<file path="src/rtl/uart_rx_pkg.sv">
package uart_rx_pkg;
    localparam int DATA_W = 8;

    typedef enum logic [2:0] {
        RX_IDLE,
        RX_START,
        RX_DATA,
        RX_PAR,
        RX_STOP,
        RX_STOP2
    } rx_state_e;

    typedef struct packed {
        logic [DATA_W-1:0] data;
        logic              frame_err;
        logic              par_err;
        logic              brk;
    } rx_result_t;
endpackage

</file>
<file path="src/rtl/uart_rx_sync.sv">
module uart_rx_sync #(
    parameter int STAGES = 2
) (
    input  logic clk,
    input  logic rst_n,
    input  logic din,
    output logic dout
);
    logic [STAGES-1:0] sync_d, sync_q;

    always_comb begin
        sync_d = {sync_q[STAGES-2:0], din};
    end

    always_ff @(posedge clk or negedge rst_n) begin
        if (!rst_n) sync_q <= '1;
        else        sync_q <= sync_d;
    end

    assign dout = sync_q[STAGES-1];
endmodule

</file>
<file path="src/rtl/uart_rx_frame.sv">
module uart_rx_frame
    import uart_rx_pkg::*;
#(
    parameter int OVS = 8
) (
    input  logic       clk,
    input  logic       rst_n,
    input  logic       rx_s,
    input  logic       tick,
    input  logic       par_en,
    input  logic       par_even,
    input  logic       msb_first,
    input  logic       seven_bit,
    input  logic       two_stop,
    output logic       busy,
    output logic       done,
    output rx_result_t result
);
    localparam int PH_W  = (OVS > 2) ? $clog2(OVS) : 1;
    localparam int CNT_W = $clog2(DATA_W + 1);
    localparam logic [PH_W-1:0] PH_LAST = PH_W'(OVS - 1);
    localparam logic [PH_W-1:0] PH_HALF = PH_W'(OVS / 2 - 1);

    typedef struct packed {
        rx_state_e         state;
        logic [PH_W-1:0]   ph;
        logic [CNT_W-1:0]  cnt;
        logic [DATA_W-1:0] sh;
        logic              pbit;
        logic              prev;
    } frame_t;

    frame_t q, d;
    logic [CNT_W-1:0]  last_idx;
    logic [DATA_W-1:0] asm_data;
    logic              mid;

    always_comb begin
        d        = q;
        done     = 1'b0;
        d.prev   = rx_s;
        last_idx = seven_bit ? CNT_W'(DATA_W - 2) : CNT_W'(DATA_W - 1);
        asm_data = (seven_bit && !msb_first) ? (q.sh >> 1) : q.sh;
        mid      = tick && (q.ph == PH_LAST);

        result.data      = asm_data;
        result.par_err   = par_en & (^asm_data ^ q.pbit ^ ~par_even);
        result.frame_err = ~rx_s;
        result.brk       = (asm_data == '0) & ~rx_s & (~par_en | ~q.pbit);

        if (tick && !mid) d.ph = q.ph + 1'b1;
        if (mid) d.ph = '0;

        unique case (q.state)
            RX_IDLE: begin
                d.ph = '0;
                if (q.prev && !rx_s) begin
                    d.state = RX_START;
                    d.sh    = '0;
                end
            end
            RX_START: begin
                if (tick && q.ph == PH_HALF) begin
                    d.ph  = '0;
                    d.cnt = '0;
                    d.state = rx_s ? RX_IDLE : RX_DATA;
                end
            end
            RX_DATA: begin
                if (mid) begin
                    d.sh = msb_first ? {q.sh[DATA_W-2:0], rx_s}
                                     : {rx_s, q.sh[DATA_W-1:1]};
                    d.cnt = q.cnt + 1'b1;
                    if (q.cnt == last_idx) d.state = par_en ? RX_PAR : RX_STOP;
                end
            end
            RX_PAR: begin
                if (mid) begin
                    d.pbit  = rx_s;
                    d.state = RX_STOP;
                end
            end
            RX_STOP: begin
                if (mid) begin
                    done    = 1'b1;
                    d.state = two_stop ? RX_STOP2 : RX_IDLE;
                end
            end
            RX_STOP2: begin
                if (mid) d.state = RX_IDLE;
            end
            default: d.state = RX_IDLE;
        endcase
    end

    always_ff @(posedge clk or negedge rst_n) begin
        if (!rst_n) begin
            q.state <= RX_IDLE;
            q.ph    <= '0;
            q.cnt   <= '0;
            q.sh    <= '0;
            q.pbit  <= 1'b0;
            q.prev  <= 1'b1;
        end else begin
            q <= d;
        end
    end

    assign busy = (q.state != RX_IDLE);
endmodule

</file>
<file path="src/rtl/uart_rx_buffer.sv">
module uart_rx_buffer
    import uart_rx_pkg::*;
(
    input  logic              clk,
    input  logic              rst_n,
    input  logic              done,
    input  rx_result_t        result,
    input  logic              err_accept,
    input  logic              brk_accept,
    input  logic              rd,
    output logic [DATA_W-1:0] data,
    output logic              full,
    output logic              fe,
    output logic              pe,
    output logic              oe,
    output logic              any
);
    typedef struct packed {
        logic [DATA_W-1:0] data;
        logic              full;
        logic              fe;
        logic              pe;
        logic              oe;
        logic              any;
    } buf_t;

    buf_t q, d;
    logic accept;

    always_comb begin
        d = q;
        if (rd) begin
            d.full = 1'b0;
            d.fe   = 1'b0;
            d.pe   = 1'b0;
            d.oe   = 1'b0;
        end
        if (result.brk)
            accept = brk_accept;
        else if (result.frame_err || result.par_err)
            accept = err_accept;
        else
            accept = 1'b1;
        if (done) begin
            d.fe = d.fe | result.frame_err;
            d.pe = d.pe | result.par_err;
            if (accept) begin
                d.data = result.data;
                d.full = 1'b1;
                d.oe   = d.oe | (q.full & ~rd);
            end
        end
        d.any = d.fe | d.pe | d.oe;
    end

    always_ff @(posedge clk or negedge rst_n) begin
        if (!rst_n) q <= '0;
        else        q <= d;
    end

    assign data = q.data;
    assign full = q.full;
    assign fe   = q.fe;
    assign pe   = q.pe;
    assign oe   = q.oe;
    assign any  = q.any;
endmodule

</file>
<file path="src/rtl/uart_rx_status.sv">
module uart_rx_status
    import uart_rx_pkg::*;
#(
    parameter int OVS         = 8,
    parameter int SYNC_STAGES = 2
) (
    input  logic              clk,
    input  logic              rst_n,
    input  logic              rx_line,
    input  logic              sample_tick,
    input  logic              cfg_par_en,
    input  logic              cfg_par_even,
    input  logic              cfg_msb_first,
    input  logic              cfg_seven,
    input  logic              cfg_two_stop,
    input  logic              cfg_err_accept,
    input  logic              cfg_brk_accept,
    input  logic              buf_rd,
    output logic [DATA_W-1:0] buf_data,
    output logic              buf_full,
    output logic              err_frame,
    output logic              err_parity,
    output logic              err_overrun,
    output logic              err_any,
    output logic              busy
);
    logic       rx_s;
    logic       frame_done;
    rx_result_t frame_res;

    uart_rx_sync #(.STAGES(SYNC_STAGES)) u_sync (
        .clk  (clk),
        .rst_n(rst_n),
        .din  (rx_line),
        .dout (rx_s)
    );

    uart_rx_frame #(.OVS(OVS)) u_frame (
        .clk      (clk),
        .rst_n    (rst_n),
        .rx_s     (rx_s),
        .tick     (sample_tick),
        .par_en   (cfg_par_en),
        .par_even (cfg_par_even),
        .msb_first(cfg_msb_first),
        .seven_bit(cfg_seven),
        .two_stop (cfg_two_stop),
        .busy     (busy),
        .done     (frame_done),
        .result   (frame_res)
    );

    uart_rx_buffer u_buf (
        .clk       (clk),
        .rst_n     (rst_n),
        .done      (frame_done),
        .result    (frame_res),
        .err_accept(cfg_err_accept),
        .brk_accept(cfg_brk_accept),
        .rd        (buf_rd),
        .data      (buf_data),
        .full      (buf_full),
        .fe        (err_frame),
        .pe        (err_parity),
        .oe        (err_overrun),
        .any       (err_any)
    );
endmodule

</file>
<file path="config.mk">
export PLATFORM = sky130hd
export DESIGN_NAME = uart_rx_status
export DESIGN_NICKNAME = d
export VERILOG_FILES = /design/src/rtl/uart_rx_pkg.sv /design/src/rtl/uart_rx_sync.sv /design/src/rtl/uart_rx_frame.sv /design/src/rtl/uart_rx_buffer.sv /design/src/rtl/uart_rx_status.sv
export SDC_FILE = /design/constraint.sdc
export NUM_CORES = 1
export LEC_CHECK = 0
export BUFFER_PORTS_ARGS = -buffer_cell sky130_fd_sc_hd__buf_4
export CAP_MARGIN = 20
export CORE_MARGIN = 2
export CORE_UTILIZATION = 30
export DETAILED_ROUTE_END_ITERATION = 16
export GPL_ROUTABILITY_DRIVEN = 0
export PLACE_DENSITY = 0.57
export SKIP_LAST_GASP = 1
export SYNTH_ARGS = -nofsm -noshare
export SYNTH_HDL_FRONTEND = slang
export SYNTH_HIERARCHICAL = 1
export SYNTH_SLANG_ARGS = --single-unit
</file>
<file path="constraint.sdc">
create_clock -name clk -period 6.4 [get_ports clk]
set_input_delay 0.96 -clock clk [delete_from_list [all_inputs] [get_ports clk]]
set_output_delay 0.96 -clock clk [all_outputs]
set_load 0.005 [all_outputs]
</file>
==> results of run 1 <==
cell usage in the layout (no fill, tap or decap), types with 3 or more instances in the layout:
master	count
sky130_fd_sc_hd__a21oi_1	5
sky130_fd_sc_hd__buf_4	25
sky130_fd_sc_hd__clkbuf_8	5
sky130_fd_sc_hd__dfrtp_1	32
sky130_fd_sc_hd__dfstp_2	3
sky130_fd_sc_hd__ha_1	8
sky130_fd_sc_hd__inv_1	14
sky130_fd_sc_hd__mux2_2	8
sky130_fd_sc_hd__mux2i_1	18
sky130_fd_sc_hd__nand2_1	14
sky130_fd_sc_hd__nand2b_1	7
sky130_fd_sc_hd__nand3_1	3
sky130_fd_sc_hd__nor2_1	9
sky130_fd_sc_hd__nor3_1	3
sky130_fd_sc_hd__o211ai_1	3
sky130_fd_sc_hd__o21ai_0	7
sky130_fd_sc_hd__o2bb2ai_1	8
sky130_fd_sc_hd__xnor2_1	5
sky130_fd_sc_hd__xor2_1	3
state kept, by name, summed over array words and instances, names as in the netlist:
name / cells
u_buf/any: 1
u_buf/data: 8
u_buf/fe: 1
u_buf/full: 1
u_buf/oe: 1
u_buf/pe: 1
u_frame/q: 20
u_sync/sync_q: 2
routing by layer:
| layer | global-route usage | routed length, um | up-vias |
|---|---|---|---|
| met1 | 0.159 | 1820 | 688 |
| li1 | - | - | 682 |
| met2 | 0.189 | 1790 | 22 |
| met4 | 0.0381 | 49 | 0 |
| met3 | 0.0307 | 120 | 6 |
| met5 | 0 | 0 | - |
worst max-delay path, stage by stage:
cell	delay, ns
sky130_fd_sc_hd__buf_4	0.17
sky130_fd_sc_hd__nor2b_1	0.36
sky130_fd_sc_hd__mux2i_1	0.29
sky130_fd_sc_hd__ha_1	0.27
sky130_fd_sc_hd__xnor2_1	0.24
sky130_fd_sc_hd__xnor2_1	0.12
sky130_fd_sc_hd__xnor2_1	0.13
sky130_fd_sc_hd__nor2_1	0.13
sky130_fd_sc_hd__nor2_1	0.07
sky130_fd_sc_hd__o311ai_2	0.71
sky130_fd_sc_hd__mux2_2	0.41
stage by stage:
step / util / cell area, um^2 / hold slack [ns] / std cells / setup WS (ns)
floorplan: - / 1910 / 0.345 / 181 / 2.95
global route: 0.358 / 2240 / 0.359 / 283 / 2.39
CTS: 0.358 / 2240 / 0.357 / 283 / 2.67
global placement: 0.345 / 2160 / 0.346 / 275 / 2.38
detailed placement: 0.345 / 2160 / 0.347 / 275 / 2.37
finish: 0.358 / 2240 / 0.356 / 283 / 2.70
power groups by stage:
stage               clock, uW  combinational, uW  sequential (uW)
global placement            0               99.3              269
finish                    155               99.2              266
global route              172                116              269
CTS                       164                101              265
floorplan                   0               87.6              250
detailed placement          0                101              269
logic make-up after synthesis:
logic type,share of synthesized area
adder cells (fa/ha/maj),0.0523
AO/OA/AOI/OAI,0.130
AND/OR/NAND/NOR,0.129
multiplexers,0.141
flip-flops,0.460
XOR/XNOR,0.0366
buffers and inverters,0.0510
how the worst max path moves through the flow:
stage	cells past startpoint	slack, ns	endpoint
6_report	11	2.70	u_buf/data[4]
5_1_grt	11	2.39	u_buf/data[1]
4_1_cts	11	2.67	u_buf/data[2]
3_5_place_dp	11	2.37	u_buf/data[2]
3_3_place_gp	11	2.38	u_buf/data[5]
2_1_floorplan	13	2.95	u_buf/data[0]
layout make-up:
type | count | share of cell area
multi-input cells | 123 | 0.418
flip-flops and latches | 35 | 0.393
repair buffers | 25 | 0.0839
well taps | 77 | 0.0431
clock buffers | 7 | 0.0341
inverters | 15 | 0.0252
clock inverters | 1 | 0.00224
==> out/results.md, run 1 <==
| Step | Result | This run |
|:---|:---|:---|
| floorplanning | Die X-Extent | 83.9 um |
| logic synthesis | Syn nets | 201 |
| clock network | Post-cts repair resize count | 0 |
| timing | Worst Max-Slew Pin Slew | 0.858 ns |
| logic synthesis | Synthesis-stage register bit count | 35 |
| clock network | Clock latency on the worst-skew pair | 0.28 ns |
| worst setup path | Flop-to-flop setup slack | 3.55 ns |
| logic synthesis | Cell type with the highest aggregate area in the netlist | sky130_fd_sc_hd__dfrtp_1 |
| clock network | Hold-fix buffer count after cts | 0 |
| floorplanning | Boundary pin count | 26 |
| global routing | Global route overflow | 0 |
| placed design | Number of I/O port buffers | 25 |
| worst setup path | Worst setup SP type | input port |
| power and ir drop | Combinational power share | 0.191 |
| worst setup path | R2r endpoint | u_buf/data[4] |
| placed design | DP HPWL | 2750 um |
| clock network | CTS root buffer | sky130_fd_sc_hd__clkbuf_8 |
| global routing | Largest net degree at the start of global routing | 36 |
| worst setup path | Worst endpoint data arrival time | 3.88 ns |
| timing | Highest achievable clock rate | 0.270 GHz |
| worst setup path | Setup crit end kind | flip-flop |
| drt | Router iterations before antenna repair | 4 |
| power and ir drop | Sequential power share | 0.511 |
| logic synthesis | Post-Syn Instances | 181 |
| power and ir drop | Power Dens Cells | 232 nW/um^2 |
| logic synthesis | Most frequent cell after synthesis | sky130_fd_sc_hd__dfrtp_1 |
| clock network | Clock transition at the register clock pins on the worst setup and hold paths after CTS | 0.07 ns |
| cells and area | Layout cells sized above 1 | 0.218 |
| cells and area | Number of nets in the layout | 225 |
| cells and area | Number of antenna diodes | 0 |
| worst setup path | Classification of the worst setup path | in2reg |
| worst setup path | R2r startpoint | u_frame/q[8] |
| worst hold path | Path type of the worst min-delay path | reg2reg |
| drt | Drt total wl | 3780 um |
| timing | Worst setup skew after layout | 0.00563 ns |
| clock network | H-Tree Level Count | 2 |
| drt | DRC violation total after the first TritonRoute iteration | 131 |
| worst hold path | Min-Delay Endpoint | u_sync/sync_q[1] |
| timing | Total count of hold-check failures in the final report | 0 |
| logic synthesis | Distinct cell type count of the synthesized netlist | 38 |
| logic synthesis | Top cells by area in the synthesized netlist | sky130_fd_sc_hd__dfrtp_1, sky130_fd_sc_hd__mux2i_1, sky130_fd_sc_hd__ha_1 |
| logic synthesis | Yosys warnings | 6 |
| power and ir drop | Switching power summed over all nets | 160 uW |
| timing | Number of endpoints failing setup at the final stage | 0 |
| clock network | Clock buffers created by TritonCTS | 5 |
| worst hold path | Startpoint of the worst hold path | u_sync/sync_q[0] |
| flow run | Maximum capacitance violations | 0 |
| drt | Detailed-route via count | 1,398 |
| timing | Setup Total Neg Slack | 0 ns |
| logic synthesis | Seq/Total Area, Yosys | 0.460 |
| worst setup path | Length in cells of the worst reg-to-reg path | 9 |
| power and ir drop | Clock Power Share | 0.298 |
| logic synthesis | Mapped Area | 1910 um^2 |
| timing | Worst relative slew slack | 0.427 |
| global routing | All-layer global routing usage | 0.119 |
| cells and area | Filler cell count in the final layout | 661 |
| power and ir drop | Cell leakage power | 0.00113 uW |
| power and ir drop | Peak supply drop | 96.5 uV |
| drt | Avg Vias per Cell | 4.94 |
| timing | Unrepaired setup endpoints after global routing | false |
| logic synthesis | Avg Cell Area, Syn | 10.6 um^2 |
| clock network | Clock sink count | 35 |
| logic synthesis | List of most frequent post-synthesis cells | sky130_fd_sc_hd__dfrtp_1, sky130_fd_sc_hd__mux2i_1, sky130_fd_sc_hd__inv_1, sky130_fd_sc_hd__nand2_1, sky130_fd_sc_hd__nor2_1 |
| floorplanning | Die height | 83.9 um |
| global routing | Antenna violations before repair | 0 |
| clock network | CTS tree | done |
| logic synthesis | Number of enable-type register cells in the synthesized netlist | 0 |
| global routing | Via count of the first global-routing pass | 1,426 |
| timing | Slew Limit Fails | 0 |
| power and ir drop | Share of total power consumed by net switching | 0.308 |
| drt | Residual antenna-violating net count after detailed routing | 0 |
| worst setup path | Peak fanout along the critical path | 11 |
| power and ir drop | Post-layout total power | 520 uW |
| run status | Outcome | finished clean |
| cells and area | Area growth from synthesis to layout | 16.9% |
| timing | Period minus WS final | 3.70 ns |
| worst setup path | Critical Path RT | 6.57 ns |
| drt | Mean routed wirelength per cell | 13.4 um |
| logic synthesis | Synth top area share | 0.419 |
| clock network | Buffer count from post-CTS setup fixing | 0 |
| worst setup path | Launch point of the worst path | cfg_msb_first |
| worst hold path | Number of instances on the worst hold path | 0 |
| logic synthesis | Ys async rst share | 1.00 |
| clock network | Clock Tree Buf Depth | 2 |
| timing | Portion of the clock cycle consumed by the worst path in the final layout | 0.579 |
| floorplanning | Full die area | 7030 um^2 |
| floorplanning | Initial core utilization | 0.307 |
| logic synthesis | Most used flip-flop cell after synthesis | sky130_fd_sc_hd__dfrtp_1 |
| drt | Final routed DRC violation total | 0 |
| cells and area | Area occupied by multi-input gates | 936 um^2 |
| cells and area | Footprint of the flip-flops and latches | 880 um^2 |
| global routing | Wire length of the first global-routing pass | 6820 um |
| power and ir drop | Internal Dissipation | 360 uW |
| floorplanning | Core area | 6240 um^2 |
| floorplanning | Site Rows | 29 |
No activity file was read; power rests on OpenSTA's default activity.
==> run 2, diff against run 1 <==
--- a/config.mk
+++ b/config.mk
@@ -5,6 +5,7 @@
 export SDC_FILE = /design/constraint.sdc
 export NUM_CORES = 1
 export LEC_CHECK = 0
+export ABC_AREA = 1
 export BUFFER_PORTS_ARGS = -buffer_cell sky130_fd_sc_hd__buf_4
 export CAP_MARGIN = 20
 export CORE_MARGIN = 2
==> constraint.sdc (replaced) <==
create_clock -name clk -period 3.47 [get_ports clk]
set_input_delay 0.5205 -clock clk [delete_from_list [all_inputs] [get_ports clk]]
set_output_delay 0.5205 -clock clk [all_outputs]
set_load 0.005 [all_outputs]
==> out/results.md, run 2 <==
| Step | Result | This run | vs previous |
|:---|:---|:---|:---|
| logic synthesis | Synth top area share | 0.396 | -0.0230 |
| power and ir drop | Cell leakage power | 0.00122 uW | +8.1% |
| drt | Detailed-route via count | 1,690 | +21% |
| worst setup path | Worst endpoint data arrival time | 2.74 ns | -1.14 ns |
| worst setup path | Worst path slowest cell | sky130_fd_sc_hd__o21ai_0 |  |
| worst hold path | Path type of the worst min-delay path | in2async |  |
| logic synthesis | Synthesis-stage register bit count | 35 | unchanged |
| worst setup path | R2r endpoint | u_buf/full |  |
| global routing | Via count of the first global-routing pass | 1,553 | +8.9% |
| global routing | Wire length of the first global-routing pass | 7250 um | +6.3% |
| timing | Period minus WS final | 2.57 ns |  |
| clock network | Post-cts repair resize count | 0 | unchanged |
| drt | DRC violation total after the first TritonRoute iteration | 103 | -21% |
| global routing | Global route overflow | 0 | unchanged |
| timing | Worst relative slew slack | 0.665 | +0.238 |
| run status | Outcome | finished clean |  |
| floorplanning | Die X-Extent | 86.1 um | +2.7% |
| drt | Drt total wl | 4120 um | +9.0% |
| timing | Worst hold margin | 0.176 ns | -0.180 ns |
| power and ir drop | Post-layout total power | 955 uW | +84% |
| timing | Worst Max-Slew Pin Slew | 0.498 ns | -0.360 ns |
| worst setup path | Worst setup SP type | input port |  |
| cells and area | Area growth from synthesis to layout | 16.4% |  |
| timing | Number of endpoints failing setup at the final stage | 0 | unchanged |
| worst setup path | Classification of the worst setup path | in2reg |  |
| logic synthesis | Mapped Area | 2020 um^2 | +5.8% |
| power and ir drop | Power Dens Cells | 405 nW/um^2 | +74% |
| logic synthesis | Post-Syn Instances | 255 | +41% |
| clock network | Clock buffers created by TritonCTS | 5 | unchanged |
| flow run | Maximum capacitance violations | 0 | unchanged |
| placed design | DP HPWL | 3140 um | +14% |
| logic synthesis | Number of enable-type register cells in the synthesized netlist | 0 | unchanged |
| cells and area | Flip-flop count of the largest register, all copies and words added | 20 | unchanged |
| worst setup path | Length in cells of the worst reg-to-reg path | 16 | +7 |
| drt | Residual antenna-violating net count after detailed routing | 0 | unchanged |
| clock network | Clock latency on the worst-skew pair | 0.28 ns | about the same |
| clock network | Clock Tree Buf Depth | 2 | unchanged |
| cells and area | Number of antenna diodes | 0 | unchanged |
| worst setup path | Sequence of cells on the critical path | buf_4, inv_1, nand2_1, o21ai_0, inv_1, ha_1, xnor2_1, inv_1, nand2_1, nand2_1, nand2_1, nand2_1, nor2_1, inv_1, nand2_1, nand2_2, nand2_4, o21ai_0 |  |
| cells and area | Number of nets in the layout | 302 | +34% |
| clock network | Hold-fix buffer count after cts | 0 | unchanged |
| logic synthesis | Top cells by area in the synthesized netlist | sky130_fd_sc_hd__dfrtp_1, sky130_fd_sc_hd__nand2_1, sky130_fd_sc_hd__nand3_1 |  |
| timing | Worst setup skew after layout | 0.00349 ns | -0.00214 ns |
| worst setup path | Peak fanout along the critical path | 17 | +6 |
| clock network | Clock sink count | 35 | unchanged |
| logic synthesis | Most used flip-flop cell after synthesis | sky130_fd_sc_hd__dfrtp_1 |  |
| logic synthesis | Seq/Total Area, Yosys | 0.434 | -0.0253 |
| clock network | CTS root buffer | sky130_fd_sc_hd__clkbuf_8 |  |
| worst setup path | Critical Path Most Common Cell | sky130_fd_sc_hd__nand2_1 |  |
| cells and area | Footprint of the flip-flops and latches | 880 um^2 | unchanged |
| timing | Setup Total Neg Slack | 0 ns | unchanged |
| clock network | Buffer count from post-CTS setup fixing | 0 | unchanged |
| global routing | Antenna violations before repair | 0 | unchanged |
| drt | Router iterations before antenna repair | 4 | unchanged |
| global routing | Largest net degree at the start of global routing | 36 | unchanged |
| floorplanning | Site Rows | 29 | unchanged |
| floorplanning | Die height | 86.1 um | +2.7% |
| logic synthesis | Cell type with the highest aggregate area in the netlist | sky130_fd_sc_hd__dfrtp_1 |  |
| logic synthesis | Syn nets | 275 | +37% |
| timing | Worst Setup Slack, final | 0.897 ns | -1.80 ns |
| drt | Mean routed wirelength per cell | 11.5 um | -14% |
| floorplanning | Full die area | 7420 um^2 | +5.5% |
| drt | Final routed DRC violation total | 0 | unchanged |
| timing | Unrepaired setup endpoints after global routing | false |  |
| cells and area | Area occupied by multi-input gates | 978 um^2 | +4.5% |
| timing | Portion of the clock cycle consumed by the worst path in the final layout | 0.741 |  |
| timing | Slew Limit Fails | 0 | unchanged |
| cells and area | Commonest non-fill, non-tap cells in the layout | sky130_fd_sc_hd__nand2_1, sky130_fd_sc_hd__dfrtp_1, sky130_fd_sc_hd__inv_1 |  |
| clock network | Clock transition at the register clock pins on the worst setup and hold paths after CTS | 0.06 ns | about the same |
| logic synthesis | Most frequent cell after synthesis | sky130_fd_sc_hd__nand2_1 |  |
| cells and area | Top register by number of flip-flops | u_frame/q |  |
| worst setup path | Flop-to-flop setup slack | 1.20 ns | -2.35 ns |
| worst setup path | CP max stage delay | 0.33 ns | -0.38 ns |
| cells and area | Most common library cell in the layout ignoring fill and taps | sky130_fd_sc_hd__nand2_1 |  |
| cells and area | Layout cells sized above 1 | 0.191 | -0.0276 |
| worst setup path | R2r startpoint | u_frame/q[6] |  |
| placed design | Worst slack, placed | 0.608 ns | -1.76 ns |
| timing | Highest achievable clock rate | 0.389 GHz |  |
| logic synthesis | Distinct cell type count of the synthesized netlist | 34 | -11% |
| global routing | All-layer global routing usage | 0.125 | +0.00550 |
| worst setup path | Critical Path RT | 3.64 ns | -2.93 ns |
| logic synthesis | Avg Cell Area, Syn | 7.94 um^2 | -25% |
| cells and area | Filler cell count in the final layout | 676 | +2.3% |
| cells and area | Fraction of the core area covered by cells at the end of the flow | 0.367 | +0.00858 |
| logic synthesis | Ys async rst share | 1.00 | unchanged |
| drt | Avg Vias per Cell | 4.69 | -5.0% |
| placed design | Number of I/O port buffers | 25 | unchanged |
| floorplanning | Core area | 6420 um^2 | +2.9% |
| timing | Total count of hold-check failures in the final report | 0 | unchanged |
| worst setup path | Setup crit end kind | flip-flop |  |
| logic synthesis | Yosys warnings | 6 | unchanged |
| logic synthesis | List of most frequent post-synthesis cells | sky130_fd_sc_hd__nand2_1, sky130_fd_sc_hd__dfrtp_1, sky130_fd_sc_hd__inv_1, sky130_fd_sc_hd__nand3_1, sky130_fd_sc_hd__o21ai_0 |  |
| clock network | CTS tree | done |  |
| floorplanning | Boundary pin count | 26 | unchanged |
| floorplanning | Initial core utilization | 0.315 | +0.00868 |
| power and ir drop | Peak supply drop | 198 uV | +110% |
| clock network | H-Tree Level Count | 2 | unchanged |
## run 2: cells by family after synthesis
family | Yosys count | synth area share
DFF | 35 | 0.434
and+or+nand+nor | 129 | 0.290
adders and majority gates | 8 | 0.0494
buffers and inverters | 40 | 0.0822
muxes | 1 | 0.00494
xor gates and xnor gates | 5 | 0.0216
AOI/OAI and AO/OA | 37 | 0.117
## run 2: worst max path at each step
stage | start | depth (start not counted) | slack (ns) | end
after floorplan | cfg_msb_first | 20 | 0.96 | u_buf/full
after global placement | cfg_msb_first | 18 | 0.69 | u_buf/full
after detailed placement | cfg_msb_first | 18 | 0.61 | u_buf/full
after CTS | cfg_msb_first | 18 | 0.92 | u_buf/full
after global routing | cfg_msb_first | 19 | 0.61 | u_buf/data[0]
final | cfg_msb_first | 18 | 0.90 | u_buf/full
## run 2: area by class of cell
type / instances / area share
clock buffers: 8 / 0.0340
inverters: 35 / 0.0573
multi-input cells: 180 / 0.415
flip-flops and latches: 35 / 0.373
well taps: 77 / 0.0409
repair buffers: 25 / 0.0796
## run 2: critical path: cells and delay by family
family                     cells  cell delay, ns
AOI/OAI and AO/OA              2            0.42
xor gates and xnor gates       1            0.19
buffers and inverters          5            0.41
adders and majority gates      1            0.29
and+or+nand+nor                9            0.90
## run 2: through the flow
stage	cells	area, um^2
2_1_floorplan	255	2020
3_3_place_gp	352	2280
3_5_place_dp	352	2280
4_1_cts	360	2360
5_1_grt	360	2360
6_report	360	2360
## run 2: where the power goes
part           internal (uW)  total, uW  switching [uW]
registers                430        458            28.1
clock network            142        280             137
logic                   80.1        217             137
## run 2: layer usage
| layer | track usage | vias to the layer above | part of all wire |
|---|---|---|---|
| li1 | - | 874 | - |
| met2 | 0.178 | 43 | 0.42 |
| met3 | 0.0346 | 7 | 0.061 |
| met5 | 0 | - | 0 |
| met4 | 0.0476 | 0 | 0.018 |
| met1 | 0.178 | 766 | 0.51 |
